File: src/rtl/sfl_pkg.sv
package sfl_pkg;

  typedef enum logic [2:0] {
    ST_IDLE     = 3'd0,
    ST_SHIFT_LO = 3'd1,
    ST_SHIFT_HI = 3'd2,
    ST_LATCH    = 3'd3,
    ST_DONE     = 3'd4
  } sfl_state_e;

  function automatic int unsigned max2(input int unsigned a, input int unsigned b);
    return (a > b) ? a : b;
  endfunction

endpackage

File: src/rtl/sfl_phase_timer.sv
// Down-counter that times one phase; expired is high in the last cycle of a phase.
module sfl_phase_timer #(
  parameter int CNT_W = 4
) (
  input  logic             clk,
  input  logic             rst,
  input  logic             load,
  input  logic [CNT_W-1:0] load_val,
  output logic             expired
);

  logic [CNT_W-1:0] cnt_q;

  always_ff @(posedge clk) begin
    if (rst) begin
      cnt_q <= '0;
    end else if (load) begin
      cnt_q <= load_val;
    end else if (cnt_q != '0) begin
      cnt_q <= cnt_q - 1'b1;
    end
  end

  assign expired = (cnt_q == '0);

endmodule

File: src/rtl/sfl_shifter.sv
// Frame holding register, emptied MSB first, with the count of bits already clocked out.
module sfl_shifter #(
  parameter int FRAME_W = 32
) (
  input  logic               clk,
  input  logic               rst,
  input  logic               load,
  input  logic [FRAME_W-1:0] frame,
  input  logic               step,
  output logic               ser_bit,
  output logic               last_bit
);

  localparam int BCNT_W = (FRAME_W > 1) ? $clog2(FRAME_W) : 1;
  localparam logic [BCNT_W-1:0] LAST_IDX = BCNT_W'(FRAME_W - 1);

  logic [FRAME_W-1:0] sr_q;
  logic [BCNT_W-1:0]  bcnt_q;

  always_ff @(posedge clk) begin
    if (rst) begin
      sr_q <= '0;
    end else if (load) begin
      sr_q <= frame;
    end else if (step) begin
      sr_q <= {sr_q[FRAME_W-2:0], 1'b0};
    end
  end

  always_ff @(posedge clk) begin
    if (rst) begin
      bcnt_q <= '0;
    end else if (load) begin
      bcnt_q <= '0;
    end else if (step) begin
      bcnt_q <= bcnt_q + 1'b1;
    end
  end

  assign ser_bit  = sr_q[FRAME_W-1];
  assign last_bit = (bcnt_q == LAST_IDX);

endmodule

File: src/rtl/sfl_sequencer.sv
// Ordering control: shift low/high phases, then one latch pulse, then idle.
module sfl_sequencer
  import sfl_pkg::*;
#(
  parameter int unsigned LOW_LEN   = 2,
  parameter int unsigned HIGH_LEN  = 2,
  parameter int unsigned LATCH_LEN = 2,
  parameter int          CNT_W     = 2
) (
  input  logic             clk,
  input  logic             rst,
  input  logic             in_valid,
  input  logic             expired,
  input  logic             last_bit,
  output logic             in_ready,
  output logic             ld_frame,
  output logic             step,
  output logic             t_load,
  output logic [CNT_W-1:0] t_val,
  output logic             sclk_o,
  output logic             lat_o
);

  localparam logic [CNT_W-1:0] LOW_RLD   = CNT_W'(LOW_LEN - 1);
  localparam logic [CNT_W-1:0] HIGH_RLD  = CNT_W'(HIGH_LEN - 1);
  localparam logic [CNT_W-1:0] LATCH_RLD = CNT_W'(LATCH_LEN - 1);

  sfl_state_e state_q, state_d;
  logic       sclk_q, lat_q;

  always_comb begin
    state_d  = state_q;
    ld_frame = 1'b0;
    step     = 1'b0;
    t_load   = 1'b0;
    t_val    = LOW_RLD;
    unique case (state_q)
      ST_IDLE: begin
        if (in_valid) begin
          ld_frame = 1'b1;
          t_load   = 1'b1;
          t_val    = LOW_RLD;
          state_d  = ST_SHIFT_LO;
        end
      end
      ST_SHIFT_LO: begin
        if (expired) begin
          t_load  = 1'b1;
          t_val   = HIGH_RLD;
          state_d = ST_SHIFT_HI;
        end
      end
      ST_SHIFT_HI: begin
        if (expired) begin
          t_load = 1'b1;
          if (last_bit) begin
            t_val   = LATCH_RLD;
            state_d = ST_LATCH;
          end else begin
            step    = 1'b1;
            t_val   = LOW_RLD;
            state_d = ST_SHIFT_LO;
          end
        end
      end
      ST_LATCH: begin
        if (expired) begin
          state_d = ST_DONE;
        end
      end
      ST_DONE: begin
        state_d = ST_IDLE;
      end
      default: begin
        state_d = ST_IDLE;
      end
    endcase
  end

  always_ff @(posedge clk) begin
    if (rst) begin
      state_q <= ST_IDLE;
      sclk_q  <= 1'b0;
      lat_q   <= 1'b0;
    end else begin
      state_q <= state_d;
      sclk_q  <= (state_d == ST_SHIFT_HI);
      lat_q   <= (state_d == ST_LATCH);
    end
  end

  assign in_ready = (state_q == ST_IDLE);
  assign sclk_o   = sclk_q;
  assign lat_o    = lat_q;

endmodule

File: src/rtl/serial_frame_loader.sv
module serial_frame_loader
  import sfl_pkg::*;
#(
  parameter int FRAME_W    = 32,
  parameter int SETUP_CYC  = 8,
  parameter int HOLD_CYC   = 8,
  parameter int CLK_HI_CYC = 9,
  parameter int CLK_LO_CYC = 9,
  parameter int LATCH_CYC  = 9
) (
  input  logic               clk,
  input  logic               rst,
  input  logic               frm_valid,
  input  logic [FRAME_W-1:0] frm_data,
  output logic               frm_ready,
  input  logic               blank_req,
  output logic               disp_sdat,
  output logic               disp_sclk,
  output logic               disp_latch,
  output logic               disp_blank
);

  // Setup is absorbed into the low phase, hold into the high phase; every interval is at least one cycle.
  localparam int unsigned LOW_LEN   = max2(max2(CLK_LO_CYC, SETUP_CYC), 1);
  localparam int unsigned HIGH_LEN  = max2(max2(CLK_HI_CYC, HOLD_CYC), 1);
  localparam int unsigned LATCH_LEN = max2(LATCH_CYC, 1);
  localparam int unsigned MAX_LEN   = max2(max2(LOW_LEN, HIGH_LEN), LATCH_LEN);
  localparam int          TMR_W     = (MAX_LEN > 1) ? $clog2(MAX_LEN) : 1;

  logic             ld_frame, step, t_load, expired, last_bit;
  logic [TMR_W-1:0] t_val;

  sfl_phase_timer #(
    .CNT_W (TMR_W)
  ) timer_i (
    .clk      (clk),
    .rst      (rst),
    .load     (t_load),
    .load_val (t_val),
    .expired  (expired)
  );

  sfl_shifter #(
    .FRAME_W (FRAME_W)
  ) shifter_i (
    .clk      (clk),
    .rst      (rst),
    .load     (ld_frame),
    .frame    (frm_data),
    .step     (step),
    .ser_bit  (disp_sdat),
    .last_bit (last_bit)
  );

  sfl_sequencer #(
    .LOW_LEN   (LOW_LEN),
    .HIGH_LEN  (HIGH_LEN),
    .LATCH_LEN (LATCH_LEN),
    .CNT_W     (TMR_W)
  ) seq_i (
    .clk      (clk),
    .rst      (rst),
    .in_valid (frm_valid),
    .expired  (expired),
    .last_bit (last_bit),
    .in_ready (frm_ready),
    .ld_frame (ld_frame),
    .step     (step),
    .t_load   (t_load),
    .t_val    (t_val),
    .sclk_o   (disp_sclk),
    .lat_o    (disp_latch)
  );

  // Blanking bypasses the sequence so it takes effect in the same cycle.
  assign disp_blank = blank_req;

endmodule

File: config.mk
export PLATFORM = sky130hd
export DESIGN_NAME = serial_frame_loader
export DESIGN_NICKNAME = d
export VERILOG_FILES = /design/src/rtl/sfl_pkg.sv /design/src/rtl/sfl_phase_timer.sv /design/src/rtl/sfl_shifter.sv /design/src/rtl/sfl_sequencer.sv /design/src/rtl/serial_frame_loader.sv
export SDC_FILE = /design/constraint.sdc
export NUM_CORES = 1
export LEC_CHECK = 0
export ABC_AREA = 0
export BUFFER_PORTS_ARGS = -buffer_cell sky130_fd_sc_hd__buf_2
export CORE_ASPECT_RATIO = 0.9
export CORE_MARGIN = 10
export CORE_UTILIZATION = 46
export CTS_CLUSTER_SIZE = 25
export DETAILED_ROUTE_END_ITERATION = 12
export PLACE_DENSITY = 0.8
export SLEW_MARGIN = 0
export SYNTH_ARGS = -nofsm -noshare
export SYNTH_HDL_FRONTEND = slang
export SYNTH_HIERARCHICAL = 1
export SYNTH_SLANG_ARGS = --single-unit
File: constraint.sdc
create_clock -name clk -period 2.6 [get_ports clk]
set_clock_uncertainty 0.1 [all_clocks]
set_input_delay 0.26 -clock clk [delete_from_list [all_inputs] [get_ports clk]]
set_output_delay 0.26 -clock clk [all_outputs]
set_load 0.05 [all_outputs]
* Word-level counts from Yosys, hierarchy flattened
Cells that the tools add are included.
Operators by class: div/mod/pow operators 0, order comparisons 0, add/sub/neg operators 2, eq/ne operators 6, $mul 0, shifts and indexed selects 0, bitwise operators 0, multiplexer cells 17, reduce and logical (&&, ||, !) cells 8
Operators by type and width (count):
- 2-to-1 mux 32 bit | 2
- == test 3 x 2 -> 1 bit, second input constant | 4
- 2-to-1 mux 3 bit | 4
- one-hot mux 3 bit (4 select lines) | 1
- 2-to-1 mux 4 bit | 2
- 2-to-1 mux 1 bit | 6
- OR reduction 2 bit | 3
- adder 5 x 1 -> 5 bit, second input constant | 1
- == test 5 bit, second input constant | 1
- zero test 4 bit | 1
- nonzero test 2 bit | 2
- nonzero test 4 bit | 1
- subtractor 4 x 1 -> 4 bit, second input constant | 1
- == test 3 x 1 -> 1 bit, second input constant | 1
- zero test 3 bit | 1
- 2-to-1 mux 2 bit | 1
- one-hot mux 1 bit (2 select lines) | 1
Word-level totals: memories 0, flip-flop bits (word level) 46, word-level logic and storage cells 40, input port bits 36, RAM bits 0, memory bits (read-only) 0, output and inout port bits 5, latch bits 0

* Longest topological paths before layout
Gate-level depths: netlist (run 1).
word-level depth 6, gate-level depth with buffers 9, gate-level depth less buffers 8

* Modules after synthesis
The synthesis (run 1) kept the hierarchy.
By module, submodules not included:
- sfl_shifter | cells each 166, seq. area each 740.7 um2, times used 1, area each 1722.9 um2
- sfl_sequencer | cells each 32, seq. area each 100.1 um2, times used 1, area each 289.0 um2
- sfl_phase_timer | cells each 24, seq. area each 80.1 um2, times used 1, area each 229.0 um2
- serial_frame_loader | cells each 1, seq. area each 0.0 um2, times used 1, area each 7.5 um2

* Worst setup path before layout (run 1)
Ideal clock, no wire load.
path type reg2reg, from register seq_i.state_q[0], to register shifter_i.bcnt_q[3], setup time 123 ps, slack 11 ps, period minus slack after synthesis 2589 ps, cell stages (with the launch flop) 8, path buffers 3, data arrival time 2365 ps, required time 2377 ps, path through dfxtp_1 buf_6 nor3_1 and2_1 buf_2 buf_2 nor3_1 mux2_1
Between the ends: cells in the longest elaborated chain, start to end 3, elaborated cells on any way between the ends 5, those cells by class 1 x eq/ne; 2 x mux; 2 x reduce/logical
RTL lines:
- start, declared | RTL line sfl_sequencer.sv:28 | sfl_state_e state_q, state_d;
- start signal, assigned | RTL line sfl_sequencer.sv:86 | state_q <= state_d;
- zero test 3 bit
- named net frm_ready | RTL line serial_frame_loader.sv:15 | output logic frm_ready,
- 2-to-1 mux 1 bit | RTL line sfl_sequencer.sv:37 | unique case (state_q)
- named net ld_frame | RTL line serial_frame_loader.sv:30 | logic ld_frame, step, t_load, expired, last_bit;
- OR reduction 2 bit (no source line)
- end signal, assigned | RTL line sfl_shifter.sv:36 | bcnt_q <= bcnt_q + 1'b1;
- end, declared | RTL line sfl_shifter.sv:18 | logic [BCNT_W-1:0] bcnt_q;
The timed path passes the listed nets, and every way through them passes these cells. A chain may end at the register's enable or synchronous reset.

* Worst setup path in the final report (run 1)
from register shifter_i.bcnt_q[0], to register shifter_i.bcnt_q[3]
Between the ends: cells in the longest elaborated chain, start to end 4, elaborated cells on any way between the ends 5, those cells by class 1 x add/sub; 1 x eq/ne; 3 x mux
RTL lines:
- == test 5 bit | RTL line sfl_shifter.sv:41 | assign last_bit = (bcnt_q == LAST_IDX);
- named net last_bit | RTL line serial_frame_loader.sv:30
- 2-to-1 mux 1 bit | RTL line sfl_sequencer.sv:56 | if (last_bit) begin
- 2-to-1 mux 1 bit | RTL line sfl_sequencer.sv:54 | if (expired) begin
- 2-to-1 mux 1 bit | RTL line sfl_sequencer.sv:37
- named net step | RTL line serial_frame_loader.sv:30
The timed path passes the listed nets, and every way through them passes these cells.

==> out/results.ini, run 1 <==
[sta]
rsz0062_at_grt = no
hold_violations = 0
clock.fmax_mhz = 451.4
setup_violations = 0
tightestPinTransition_ns = 0.5230
period_needed_ns = 2.215
fin_tns_setup_ns = 0
hold_slack_ns = 0.1313
max_slew_margin = 0.6513
fin_crit_sh = 0.8520
maxSlewViolCount = 0

[drt]
routed_via_density = 5.072
drt-total-wl_mm = 4.164
drt-wirelength-per-cell_um = 13.01
vias = 1623
drc = 0
dr.first_iter.drc_count = 51
dr.pass1.iters = 4
ant_nets = 0

[logic_synthesis]
yosys-top-cells-area = dfxtp_1 (41%), mux2i_1 (16%), a211oi_1 (10%), nor2b_1 (9.7%), buf_4 (2.0%)
synth_top_cell_area_share = 0.4096
synthCells = 223
synthMostInstantiatedCell = dfxtp_1
yosys.area.top_type = dfxtp_1
syn_area_per_cell_um2 = 10.08
synth-seq-cells = 46
yosysWarnings = 6
synth_ff_type = dfxtp_1
syn-cell-area_mm2 = 0.002248
ys_top_cells_by_count = dfxtp_1 (46), mux2i_1 (35), nor2b_1 (35)
ys_async_sr_fraction = 0
synth_cell_types = 38
synth_edf_count = 0
synth-seq-area-share = 0.4096

[worst_setup_path]
crit_type = reg -> reg
cp_max_fo = 38
cp.arrival_ns = 2.30
r2r_setup_slack_ns = 0.38
worst_ep_required_time_ns = 2.68
critical_path.startpoint_type = flop
ff2ff_path_depth = 7
cp-end-kind = flop

[finish]
insertedDiodeCount = 0
drive_gt1_frac = 0.2392
final_nets = 293
syn_to_final_growth_pct = 13.30
layoutNonFillerInstCount = 320

[placement]
port_buffers = 38
hpwl_mm = 2.922
dp_cells = 312
gp_congestion = 0.7817

[clock_network]
path_clk_slew_ns = 0.08
cts_hold_buf = 0
cts_root_buf = clkbuf_8
clkLatencyLatePin_ns = 0.29
cts_setup_buffers = 0
cts_made_buffers = 5
cts.sinks = 46
cts_tree = done
cts.path.max_buffers = 2
cts-htree-levels = 2
ctsResizeCount = 0

[floorplanning]
start_util = 0.4709
core-area_mm2 = 0.004775
die_height_um = 86.33
pin_count = 41
die_w_um = 93.70
num_rows = 24
die_area_mm2 = 0.008088

[grt]
grt-ovfl-total = 0
grtUsageMet1 = 0.1294
met2_usage = 0.1739
grt_use_met3 = 0.03284
busiest_layer = met2
grt_pass1_vias = 1664
grt_antenna_before_repair = 0
grt_max_degree = 39
grtUsageTotal = 0.1057
grt_pass1_wl_mm = 7.355

[power_and_ir_drop]
intPower_uw = 1525
total_power_uw = 2261
p_seq_frac = 0.427
peakVddDrop_uv = 363.4
p_comb_frac = 0.346
p_leak_uw = 0.0009429
power_frac_clock = 0.227
pwr_density_cell_mw_per_mm2 = 887.6
power_switching_uw = 736.0
switching_share = 0.3255

[run_status]
status = complete, no violations

[worst_hold_path]
hold_depth = 3
hp-class = in -> reg

[run]
cap_violations = 0

cells by family (layout without fill, tap and decap cells):
kind of cell | count (synthesis) | in the layout | share of synthesized area
simple gates | 66 | 66 | 0.1820
compound gates | 41 | 41 | 0.1408
buf+inv | 25 | 55 | 0.07011
xor+xnor | 3 | 3 | 0.01169
mux | 37 | 37 | 0.1658
flops | 46 | 46 | 0.4096
other cells | 2 | 4 | 0.003340
fa+ha+maj | 3 | 3 | 0.01670
critical path, stage by stage, from the launching register on:
cell and delay (ns):
dfxtp_1 0.34, ha_1 0.23, and3_1 0.19, ha_1 0.19, nor4_2 0.32, buf_12 0.30, nand4_1 0.12, mux2_1 0.32
state kept, by name, indices dropped and copies added, names as in the netlist:
| register | flops |
|---|---|
| timer_i/cnt_q | 4 |
| seq_i/lat_o | 1 |
| shifter_i/bcnt_q | 5 |
| seq_i/sclk_o | 1 |
| seq_i/state_q | 3 |
| shifter_i/sr_q | 32 |
through the flow:
stage          setup slack [ns]  cell area, µm²  utilization
2_1_floorplan           0.01127            2256            -
3_3_place_gp             0.4185            2441       0.5113
3_5_place_dp             0.3787            2441       0.5113
4_1_cts                  0.3669            2547       0.5335
5_1_grt                  0.2510            2547       0.5335
6_report                 0.3849            2547       0.5335
layer usage:
metal	wire length, µm	vias up
li1	-	846
met1	2041	744
met2	1861	28
met3	216	5
met4	45	0
met5	0	-
cell type report:
class | instances | area [µm²]
Fill cell | 424 | 2227
Multi-Input combinational cell | 154 | 1184
Sequential cell | 46 | 920.9
Timing Repair Buffer | 43 | 240.2
Tap cell | 65 | 81.33
Clock buffer | 7 | 76.32
Clock inverter | 1 | 30.03
Inverter | 4 | 15.01
path summary, 6_finish.rpt:
kind,start,endpoint
worst max-delay path,shifter_i/bcnt_q[0],shifter_i/bcnt_q[3]
worst min-delay path,frm_data[0],shifter_i/sr_q[0]
worst max register to register,shifter_i/bcnt_q[0],shifter_i/bcnt_q[3]
worst min register to register,shifter_i/bcnt_q[4],shifter_i/bcnt_q[4]
placed cells by master (no fill, tap or decap), types with 3 or more instances in the layout:
| cell type | netlist | routed |
|---|---|---|
| inv_1 | 4 | 4 |
| buf_2 | 3 | 38 |
| dfxtp_1 | 46 | 46 |
| ha_1 | 3 | 3 |
| nor2b_1 | 35 | 35 |
| nor2_1 | 6 | 6 |
| mux2i_1 | 35 | 35 |
| nor3_1 | 5 | 5 |
| a211oi_1 | 31 | 31 |
| clkbuf_8 | 0 | 5 |
| buf_4 | 6 | 4 |
| conb_1 | 2 | 4 |
| nand2_1 | 5 | 5 |
| xnor2_1 | 3 | 3 |
power by group through the flow:
| stage | sequential [µW] | clock (µW) | combinational, µW |
|---|---|---|---|
| 2_1_floorplan | 978 | 0 | 634 |
| 3_3_place_gp | 974 | 0 | 764 |
| 3_5_place_dp | 980 | 0 | 782 |
| 4_1_cts | 966 | 527 | 788 |
| 5_1_grt | 986 | 551 | 869 |
| 6_report | 965 | 514 | 782 |
Power figures use the tool's default switching activity.
==> run 2: changes to the inputs <==
Settings changed: PLACE_DENSITY 0.8 to 0.64.
==> run 2 against run 1 <==
Net effect: maximum frequency fell by 1.4%; register-to-register slack got worse by 0.03 ns; routed wire length rose by 1.1%; die area did not move; first-iteration DRC count rose by 14%; non-clock buffer count rose by 1; sequential share of layout area rose by 0.071 points; via count fell by 1.3%; design area fell by 0.20%.
==> out/results.ini, run 2 (synthesis results as in run 1) <==
[placement]
pre_cts_slack_ns = 0.3732  ; -0.005432 ns
gp_congestion = 0.7787  ; -0.38%
dp_cells = 313  ; +0.32%
port_buffers = 38  ; unchanged
hpwl_mm = 2.954  ; +1.1%
dpl_cell_area_mm2 = 0.002436  ; -0.20%

[clock_network]
ctsResizeCount = 0  ; unchanged
cts.sinks = 46  ; unchanged
cts_root_buf = clkbuf_8
clkLatencyLatePin_ns = 0.29  ; about the same
cts_hold_buf = 0  ; unchanged
cts_setup_buffers = 0  ; unchanged
cts_tree = done
cts-htree-levels = 2  ; unchanged
path_clk_slew_ns = 0.08  ; about the same
cts_made_buffers = 5  ; unchanged
cts.path.max_buffers = 2  ; unchanged

[power_and_ir_drop]
peakVddDrop_uv = 408.9  ; +13%
p_leak_uw = 0.0009467  ; +0.40%
pwr_density_cell_mw_per_mm2 = 879.0  ; -0.96%

[run]
cap_violations = 0  ; unchanged

[finish]
top_register = shifter_i/sr_q
layout_common_cells = dfxtp_1 (46), buf_2 (38), mux2i_1 (35), nor2b_1 (35), a211oi_1 (31)
layoutNonFillerInstCount = 321  ; +0.31%
reg_top3 = shifter_i/sr_q (32), shifter_i/bcnt_q (5), timer_i/cnt_q (4)
syn_to_final_growth_pct = 13.08
mostFrequentLayoutCell = dfxtp_1
drive_gt1_frac = 0.2422  ; +0.002972
final_nets = 294  ; +0.34%
insertedDiodeCount = 0  ; unchanged
largest_reg_flops = 32  ; unchanged
finish.instance_area_mm2 = 0.002542  ; -0.20%

[grt]
grtUsageTotal = 0.1060  ; +0.0002350
grt_pass1_vias = 1634  ; -1.8%
grt_max_degree = 42  ; +7.7%
grt-ovfl-total = 0  ; unchanged
grt_antenna_before_repair = 0  ; unchanged
grt_pass1_wl_mm = 7.258  ; -1.3%

[worst_setup_path]
timing.rr.start = timer_i/cnt_q[0]
crit_chain = inv_1 > ha_1 > nor3b_4 > nand2_1 > nor4_2 > buf_4 > buf_4 > mux2i_1 > a211oi_1
crit_type = reg -> reg
slowest_stage = nor3b_4
worst_ep_required_time_ns = 2.63  ; -0.05 ns
max_stage_delay_ns = 0.35  ; about the same
crit_family = simple AND/OR/NAND/NOR gates
path_buf_inv = 3  ; +2
critical_path.startpoint_type = flop
cp_common_cell = buf_4
cp-end-kind = flop
crit_start = timer_i/cnt_q[0]
cp_max_fo = 12  ; -68%
r2r_setup_slack_ns = 0.35  ; -0.03 ns
cp.arrival_ns = 2.28  ; -0.02 ns

[floorplanning]
die_height_um = 86.33  ; unchanged
core-area_mm2 = 0.004775  ; unchanged
pin_count = 41  ; unchanged
die_area_mm2 = 0.008088  ; unchanged
num_rows = 24  ; unchanged
die_w_um = 93.70  ; unchanged
start_util = 0.4709  ; unchanged

[drt]
routed_via_density = 4.991  ; -1.6%
ant_nets = 0  ; unchanged
vias = 1602  ; -1.3%
drt-total-wl_mm = 4.208  ; +1.1%
drt-wirelength-per-cell_um = 13.11  ; +0.74%
dr.first_iter.drc_count = 58  ; +14%
drc = 0  ; unchanged
dr.pass1.iters = 4  ; unchanged

[sta]
hold_violations = 0  ; unchanged
clock.fmax_mhz = 445.1  ; -1.4%
setup_violations = 0  ; unchanged
hold_slack_ns = 0.1237  ; -0.007590 ns
rsz0062_at_grt = no
period_needed_ns = 2.247  ; +0.03139 ns
fin_crit_sh = 0.8641  ; +0.01207
maxSlewViolCount = 0  ; unchanged
fin_ws_ns = 0.3535  ; -0.03139 ns
max_slew_margin = 0.5124  ; -0.1389
fin_tns_setup_ns = 0  ; unchanged
tightestPinTransition_ns = 0.7313  ; +0.2083 ns

[worst_hold_path]
hp-class = in -> reg
min_from = frm_data[0]

[run_status]
status = complete, no violations

-- run 2: worst reg2reg max path, delay by kind of cell, from the launching register on --
family | cells | cell delay [ns]
AND/OR/NAND/NOR | 3 | 0.69
flip-flops | 1 | 0.32
buffers and inverters | 3 | 0.47
AO/OA/AOI/OAI | 1 | 0.09
multiplexers | 1 | 0.24
adder cells (fa/ha/maj) | 1 | 0.18
-- run 2: path summary, 6_finish.rpt --
| kind | end | cells after the start |
|---|---|---|
| max | shifter_i/sr_q[18] | 9 |
| min | shifter_i/sr_q[0] | 3 |
| max reg2reg | shifter_i/sr_q[18] | 9 |
| min reg2reg | shifter_i/bcnt_q[4] | 2 |
-- run 2: per-layer routing --
metal / global-route usage / vias up / routed length (µm)
li1: - / 847 / -
met1: 0.1332 / 721 / 2124
met2: 0.1651 / 29 / 1805
met3: 0.03717 / 5 / 242
met4: 0.03448 / 0 / 36
met5: 0 / - / 0
-- run 2: report_power, final --
part,internal [µW],leakage [µW],switching (µW),total (µW)
clock,288,0.0000524,221,509
sequential,858,0.000379,107,965
combinational,366,0.000515,396,761
total,1510,0.000947,723,2230
-- run 2: cell type report --
type	instances	area, µm²
timing repair buffer	44	235.2
sequential	46	920.9
fill	424	2232
multi-input combinational	154	1184
clock inverter	1	30.03
clock buffer	7	76.32
inverter	4	15.01
tap	65	81.33
-- run 2: metrics by stage --
stage	power [µW]	utilization
final	2235	0.5325
after global routing	2395	0.5325
after CTS	2262	0.5325
after detailed placement	1746	0.5102
after global placement	1740	0.5102
after floorplan	1612	-
